--- src/rtl/trs_pkg.sv ---
package trs_pkg;
  localparam int DEF_COLS = 8;
  localparam int DEF_ROWS = 4;
  localparam logic [7:0] DEF_POLY = 8'h1D;  // x^8+x^4+x^3+x^2+1
endpackage

--- src/rtl/trs_addr_dec.sv ---
module trs_addr_dec #(
  parameter int N  = 8,
  localparam int AW = (N > 1) ? $clog2(N) : 1
) (
  input  logic [AW-1:0] addr,
  input  logic          en,
  output logic [N-1:0]  hot
);
  for (genvar i = 0; i < N; i++) begin : g_dec
    assign hot[i] = en && (addr == AW'(i));
  end
endmodule

--- src/rtl/trs_cell_array.sv ---
module trs_cell_array #(
  parameter int COLS = 8,
  parameter int ROWS = 4,
  localparam int NB = COLS * ROWS
) (
  input  logic            clk,
  input  logic            rst,
  input  logic            test_mode,
  input  logic            toggle_en,
  input  logic [ROWS-1:0] row_hot,
  input  logic [COLS-1:0] col_hot,
  input  logic [NB-1:0]   func_d,
  output logic [NB-1:0]   state
);
  for (genvar r = 0; r < ROWS; r++) begin : g_row
    for (genvar c = 0; c < COLS; c++) begin : g_col
      localparam int IDX = r * COLS + c;
      always_ff @(posedge clk) begin
        if (rst)
          state[IDX] <= 1'b0;
        else if (!test_mode)
          state[IDX] <= func_d[IDX];
        else if (row_hot[r] && col_hot[c])
          state[IDX] <= ~state[IDX];
      end
    end
  end

  a_r2_func_capture: assert property (@(posedge clk) disable iff (rst)
    !test_mode |=> state == $past(func_d));
  a_r3_single_flip: assert property (@(posedge clk) disable iff (rst)
    (test_mode && toggle_en) |=> $countones(state ^ $past(state)) == 1);
  a_r4_hold: assert property (@(posedge clk) disable iff (rst)
    (test_mode && !toggle_en) |=> $stable(state));
endmodule

--- src/rtl/trs_misr.sv ---
module trs_misr #(
  parameter int COLS = 8,
  parameter logic [COLS-1:0] POLY = 8'h1D
) (
  input  logic            clk,
  input  logic            rst,
  input  logic            clear,
  input  logic            fold,
  input  logic [COLS-1:0] row_data,
  output logic [COLS-1:0] sig,
  output logic            valid
);
  logic [COLS-1:0] nxt;

  always_comb begin
    nxt = {sig[COLS-2:0], 1'b0} ^ row_data;
    if (sig[COLS-1]) nxt = nxt ^ POLY;
  end

  always_ff @(posedge clk) begin
    if (rst) begin
      sig   <= '0;
      valid <= 1'b0;
    end else begin
      if (clear)     sig <= '0;
      else if (fold) sig <= nxt;
      if (fold) valid <= 1'b1;
    end
  end

  a_r8_clear_zero: assert property (@(posedge clk) disable iff (rst)
    clear |=> sig == '0);
  a_r6_idle_hold: assert property (@(posedge clk) disable iff (rst)
    (!clear && !fold) |=> $stable(sig));
  a_r9_valid_sticky: assert property (@(posedge clk) disable iff (rst)
    valid |=> valid);
  a_r9_valid_rise: assert property (@(posedge clk) disable iff (rst)
    $rose(valid) |-> $past(fold));
endmodule

--- src/rtl/toggle_ras_sig.sv ---
module toggle_ras_sig
  import trs_pkg::*;
#(
  parameter int COLS = DEF_COLS,
  parameter int ROWS = DEF_ROWS,
  parameter logic [COLS-1:0] POLY = DEF_POLY,
  localparam int RAW = (ROWS > 1) ? $clog2(ROWS) : 1,
  localparam int CAW = (COLS > 1) ? $clog2(COLS) : 1,
  localparam int NB  = COLS * ROWS
) (
  input  logic            clk,
  input  logic            rst,
  input  logic            test_mode,
  input  logic [RAW-1:0]  row_addr,
  input  logic [CAW-1:0]  col_addr,
  input  logic            toggle_en,
  input  logic            read_en,
  input  logic            sig_clear,
  input  logic [NB-1:0]   func_d,
  output logic [NB-1:0]   func_q,
  output logic [COLS-1:0] signature,
  output logic            sig_valid
);
  logic [ROWS-1:0] row_hot;
  logic [COLS-1:0] col_hot;
  logic            tog_act;
  logic            rd_pend;
  logic [RAW-1:0]  row_pend;
  logic [COLS-1:0] row_data;

  assign tog_act = test_mode && toggle_en;

  trs_addr_dec #(.N(ROWS)) u_rdec (.addr(row_addr), .en(tog_act), .hot(row_hot));
  trs_addr_dec #(.N(COLS)) u_cdec (.addr(col_addr), .en(tog_act), .hot(col_hot));

  trs_cell_array #(.COLS(COLS), .ROWS(ROWS)) u_arr (
    .clk(clk), .rst(rst), .test_mode(test_mode), .toggle_en(toggle_en),
    .row_hot(row_hot), .col_hot(col_hot), .func_d(func_d), .state(func_q));

  // Read request is registered so the fold sees the array after any
  // toggle taken at the same edge (toggle-first ordering).
  always_ff @(posedge clk) begin
    if (rst) begin
      rd_pend  <= 1'b0;
      row_pend <= '0;
    end else begin
      rd_pend  <= test_mode && read_en;
      row_pend <= row_addr;
    end
  end

  assign row_data = func_q[int'(row_pend) * COLS +: COLS];

  trs_misr #(.COLS(COLS), .POLY(POLY)) u_misr (
    .clk(clk), .rst(rst), .clear(sig_clear), .fold(rd_pend),
    .row_data(row_data), .sig(signature), .valid(sig_valid));

  a_r5_no_read_func: assert property (@(posedge clk) disable iff (rst)
    (!test_mode && !sig_clear && !rd_pend) |=> $stable(signature));
  a_r7_fold_follows: assert property (@(posedge clk) disable iff (rst)
    (test_mode && read_en) |=> rd_pend);
endmodule

--- config.mk ---
export PLATFORM = sky130hd
export DESIGN_NAME = toggle_ras_sig
export DESIGN_NICKNAME = d
export VERILOG_FILES = /design/src/rtl/trs_pkg.sv /design/src/rtl/trs_addr_dec.sv /design/src/rtl/trs_cell_array.sv /design/src/rtl/trs_misr.sv /design/src/rtl/toggle_ras_sig.sv
export SDC_FILE = /design/constraint.sdc
export NUM_CORES = 1
export LEC_CHECK = 0
export ABC_AREA = 1
export BUFFER_PORTS_ARGS = -buffer_cell sky130_fd_sc_hd__buf_2
export CELL_PAD_IN_SITES_DETAIL_PLACEMENT = 0
export CELL_PAD_IN_SITES_GLOBAL_PLACEMENT = 1
export CORE_ASPECT_RATIO = 0.6
export CORE_MARGIN = 4
export CORE_UTILIZATION = 37
export DETAILED_ROUTE_END_ITERATION = 10
export PLACE_DENSITY_LB_ADDON = 0.05
export SLEW_MARGIN = 10
export SYNTH_ARGS = -nofsm -noshare
export SYNTH_HDL_FRONTEND = slang
export SYNTH_SLANG_ARGS = --single-unit
--- constraint.sdc ---
create_clock -name clk -period 1.87 [get_ports clk]
set_input_delay 0.374 -clock clk [delete_from_list [all_inputs] [get_ports clk]]
set_output_delay 0.374 -clock clk [all_outputs]
set_load 0.05 [all_outputs]
==> results.cfg, run 1 <==
[clock_tree]
hold_buffers = 0
clock_path_buffers = 2
cts_buffers = 5
clock_latency_ns = 0.29
cts_setup_buffers = 0
clock-sinks = 44
cts_resized = 0
cts_root_buf = clkbuf_16
h-tree-depth = 2
cts_tree = done
clkTransAtPathRegs_ns = 0.06

[worst_setup_path]
critical_path.cell_chain = buf_2
cp.required_ns = 1.50
max_stage_delay_ns = 0.42
crit_family = flip-flops
cp-start-kind = flip-flop
cp_num_buf_inv = 1
crit_slowest_cell = dfxtp_1
crit_type = flip-flop to output pin
end_kind = output pin
critPathArrivalTime_ns = 1.01
path_max_fanout = 6

[power]
seq_power_share_pct = 40.6
ir_drop_mv = 0.380
power_density_nw_per_um2 = 759
p_switching_mw = 0.875
internal_power_mw = 1.70
power.share.combinational_pct = 24.2
leakagePower_nw = 1.80
switching_share_pct = 34.0
clockPowerShare_pct = 35.2

[cells_and_area]
final_layout_size_suffix_gt1_share_pct = 20.0
n_antenna_cell = 0
final_area_um2 = 3400
final_cell_mix = 128 x nand2_1, 83 x buf_2, 77 x nand3_1
final_common_cell = nand2_1
area_growth_pct = 24.3
fin_nets = 598
fillers = 769
instances_no_fill = 643

[sta]
setup_viol = 0
max_freq_mhz = 724
fin_crit_sh_pct = 73.8
maxSlewHeadroom_pct = 72.7
skew_ns = 0.00350
timing.hold.ws_ns = 0.305
tightest_slew_ns = 0.408
setup-tns-final_ns = 0
period_minus_slack_ns = 1.38
rsz0062_at_grt = false
drv_slew = 0
hold_viol = 0

[logic_synthesis]
ys.flop_type = dfxtp_1
synth_area_um2 = 2730
yosys_warnings = 0
synth_edf_count = 0
ys_types = 15
seq_area_frac_synth_pct = 32.2
syn_nets = 518
syn_avg_cell_area_um2 = 5.75
ys_seq_elements = 44
async_flop_share_pct = 0
syn_inst = 475

[detailed_routing]
drtIter0Drc = 236
dr.pass1.iters = 4
vias = 3149
ant_nets = 0
drc = 0
wl_per_cell_um = 13.6
wl_um = 8720
vias_per_cell = 4.90

[placed_design]
place_congestion = 0.818
numPortBuffers = 83
post-dp-hpwl_um = 6730
dpl-instance-area_um2 = 3250
dp_cells = 635

[global_routing]
grt-ovfl-total = 0
antenna_found_initial = 0
grt_pass1_wl_um = 14100
grt_usage_pct = 20.3
grt_max_degree = 39
grt_pass1_vias = 2785

[floorplan]
start_util_pct = 39.5
top_level_ports = 84
num_rows = 23
dieArea_um2 = 8870
core-area_um2 = 6910
dieWidth_um = 119
dieHeight_um = 74.6

[min_path]
hp-class = input pin to flip-flop

[job]
cap_violations = 0

[run_status]
outcome = complete, no violations
[synthesized netlist by cell type (3+ instances only)]
cell type,count,area [um^2]
nand3_1,77,385
nor2_2,5,31.3
nand3b_1,6,45.0
dfxtp_1,44,881
nor2_1,70,263
a21oi_1,30,150
nand2_1,128,480
nor2_4,3,33.8
inv_1,68,255
o21ai_0,22,110
buf_1,5,18.8
buf_2,7,35.0
clkbuf_1,8,30.0
[flip-flops by register name, summed over array words and instances, names as in the netlist]
signal and cells:
u_misr.valid 1, u_arr.state 32, row_pend 2, u_misr.sig 8
rd_pend 1
[through the flow]
stage | utilization [%] | power, mW | setup WS (ns)
2_1_floorplan | - | 1.50 | 0.544
3_3_place_gp | 47.0 | 1.69 | 0.381
3_5_place_dp | 47.0 | 1.69 | 0.380
4_1_cts | 49.2 | 2.60 | 0.468
5_1_grt | 49.2 | 2.72 | 0.385
6_report | 49.2 | 2.58 | 0.489
[path summary, 6_finish.rpt]
check | slack, ns | cells after the start | startpoint | end
worst max register to register | 0.49 | 9 | row_pend[0] | u_misr.sig[3]
worst min-delay path | 0.31 | 3 | read_en | rd_pend
worst min register to register | 0.47 | 2 | u_misr.valid | u_misr.valid
worst max-delay path | 0.49 | 1 | u_misr.sig[7] | signature[7]
[power by group through the flow]
stage	clock, mW	sequential (mW)	combinational (mW)
after global routing	0.981	1.05	0.690
after detailed placement	0	1.07	0.624
after global placement	0	1.07	0.619
after CTS	0.927	1.05	0.627
final	0.906	1.05	0.624
after floorplan	0	1.24	0.265
[final cells by class]
class                           instances  area [um^2]  area share, %
Clock buffer                            6          139           4.09
Timing Repair Buffer                   93          490           14.4
Inverter                               68          255           7.52
Clock inverter                          2         10.0          0.295
Tap cell                               87          109           3.21
Multi-Input combinational cell        343         1510           44.5
Sequential cell                        44          881           25.9
[per-layer routing]
layer	GRT usage (%)	part of all wire, %	vias up
li1	-	-	1646
met1	30.3	52	1388
met2	29.6	40	108
met3	4.94	6.9	7
met4	4.49	0.77	0
met5	0	0	-
[cells by family (layout without fill, tap and decap cells)]
family	after synthesis	count (layout)	synth area share, %
AND/OR/NAND/NOR	291	291	45.8
AO/OA/AOI/OAI	52	52	9.53
flip-flops	44	44	32.2
buffers and inverters	88	169	12.4
Note: power is estimated with default switching activity, not from simulation.
==> run 2: changes to the inputs <==
--- a/config.mk
+++ b/config.mk
@@ -11,7 +11,7 @@
 export CELL_PAD_IN_SITES_GLOBAL_PLACEMENT = 1
 export CORE_ASPECT_RATIO = 0.6
 export CORE_MARGIN = 4
-export CORE_UTILIZATION = 37
+export CORE_UTILIZATION = 34
 export DETAILED_ROUTE_END_ITERATION = 10
 export PLACE_DENSITY_LB_ADDON = 0.05
 export SLEW_MARGIN = 10
==> constraint.sdc (replaced) <==
create_clock -name clk -period 1.4 [get_ports clk]
set_input_delay 0.28 -clock clk [delete_from_list [all_inputs] [get_ports clk]]
set_output_delay 0.28 -clock clk [all_outputs]
set_load 0.05 [all_outputs]
==> results.cfg, run 2 (same netlist as run 1, synthesis figures left out) <==
[run_status]
outcome = complete, no violations

[power]
clockPowerShare_pct = 35.5
p_switching_mw = 1.17
leakagePower_nw = 1.88
seq_power_share_pct = 40.0
ir_drop_mv = 0.405
power.share.combinational_pct = 24.5
internal_power_mw = 2.34
switching_share_pct = 33.3
power_density_nw_per_um2 = 985

[sta]
maxSlewHeadroom_pct = 63.2
fin_crit_sh_pct = 94.6
drv_slew = 0
period_minus_slack_ns = 1.32
tightest_slew_ns = 0.552
setup_viol = 0
max_freq_mhz = 755
rsz0062_at_grt = false
hold_viol = 0
setup-tns-final_ns = 0
skew_ns = 0.00920

[worst_setup_path]
critPathArrivalTime_ns = 1.04
cp_num_buf_inv = 1
crit_family = flip-flops
max_stage_delay_ns = 0.45
crit_type = flip-flop to output pin
cp.required_ns = 1.12
crit_slowest_cell = dfxtp_1
path_max_fanout = 6
cp-start-kind = flip-flop
end_kind = output pin
critical_path.cell_chain = buf_2

[detailed_routing]
dr.pass1.iters = 5
vias = 3197
wl_um = 9130
ant_nets = 0
drtIter0Drc = 214
wl_per_cell_um = 13.6
drc = 0
vias_per_cell = 4.76

[clock_tree]
clkTransAtPathRegs_ns = 0.06
h-tree-depth = 2
cts_tree = done
cts_root_buf = clkbuf_16
hold_buffers = 0
clock-sinks = 44
cts_setup_buffers = 0
clock_path_buffers = 2
cts_buffers = 5
cts_resized = 0
clock_latency_ns = 0.29

[cells_and_area]
final_area_um2 = 3560
n_antenna_cell = 0
final_layout_size_suffix_gt1_share_pct = 21.7
largest-register = u_arr.state
final_common_cell = nand2_1
instances_no_fill = 672
reg_top3 = u_arr.state (32), u_misr.sig (8), row_pend (2)
multi_input_area_um2 = 1510
largest_reg_flops = 32
fillers = 807
fin_nets = 611
area_growth_pct = 30.2
final_cell_mix = 128 x nand2_1, 83 x buf_2, 77 x nand3_1
regArea_um2 = 881

[placed_design]
place_congestion = 0.816
dpl-instance-area_um2 = 3400
post-dp-hpwl_um = 7280
numPortBuffers = 83
dp_cells = 665

[floorplan]
top_level_ports = 84
num_rows = 24
dieHeight_um = 77.4
dieArea_um2 = 9580
dieWidth_um = 124
start_util_pct = 36.2
core-area_um2 = 7540

[global_routing]
use_met1_pct = 29.7
antenna_found_initial = 0
grt_use_met2_pct = 28.6
grt_pass1_vias = 3001
grt_max_degree = 41
grt-ovfl-total = 0
grt_pass1_wl_um = 14900
grt_usage_pct = 19.7
grt.busiest_layer = met1
grt_util_met3_pct = 4.51

[job]
cap_violations = 0

[min_path]
hp-class = input pin to flip-flop
-- run 2: changes by cell type in the layout (fill, tap and decap cells not counted) --
| cell | before | now |
|---|---|---|
| clkbuf_8 | 1 | 2 |
| buf_12 | 0 | 3 |
| buf_4 | 10 | 20 |
| clkinv_2 | 2 | 0 |
-- run 2: routing by layer --
metal	vias up	part of all wire, %
met4	0	0.72
met2	100	39
met3	4	7.3
met1	1421	53
met5	-	0
li1	1672	-
-- run 2: final timing paths --
kind / startpoint / endpoint / slack (ns) / cells past startpoint
setup reg to reg: row_pend[1] / u_misr.sig[1] / 0.12 / 6
hold / removal: read_en / rd_pend / 0.23 / 3
hold reg to reg: u_misr.valid / u_misr.valid / 0.48 / 2
setup / recovery: u_misr.sig[7] / signature[7] / 0.08 / 1
-- run 2: metrics by stage --
stage | setup slack, ns | power (mW) | util, % | hold slack (ns)
2_1_floorplan | 0.0737 | 2.01 | - | 0.403
3_3_place_gp | 0.0220 | 2.28 | 45.2 | 0.442
3_5_place_dp | 0.0185 | 2.29 | 45.2 | 0.481
4_1_cts | 0.0812 | 3.54 | 47.2 | 0.231
5_1_grt | 0.0162 | 3.70 | 47.2 | 0.243
6_report | 0.0755 | 3.50 | 47.2 | 0.232
-- run 2: power by group through the flow --
stage	clock, mW	sequential (mW)	combinational, mW
3_5_place_dp	0	1.43	0.860
2_1_floorplan	0	1.65	0.355
6_report	1.24	1.40	0.859
3_3_place_gp	0	1.43	0.853
5_1_grt	1.34	1.41	0.948
4_1_cts	1.28	1.40	0.863
-- run 2: cell type report --
type | count | share of cell area, %
tap | 104 | 3.66
timing repair buffer | 106 | 17.6
multi-input combinational | 343 | 42.5
clock buffer | 7 | 4.29
inverter | 68 | 7.18
sequential | 44 | 24.8
-- run 2: worst min-delay path: stages --
cell and delay, ns:
buf_2 0.10, nand2_1 0.06, nor2_1 0.03
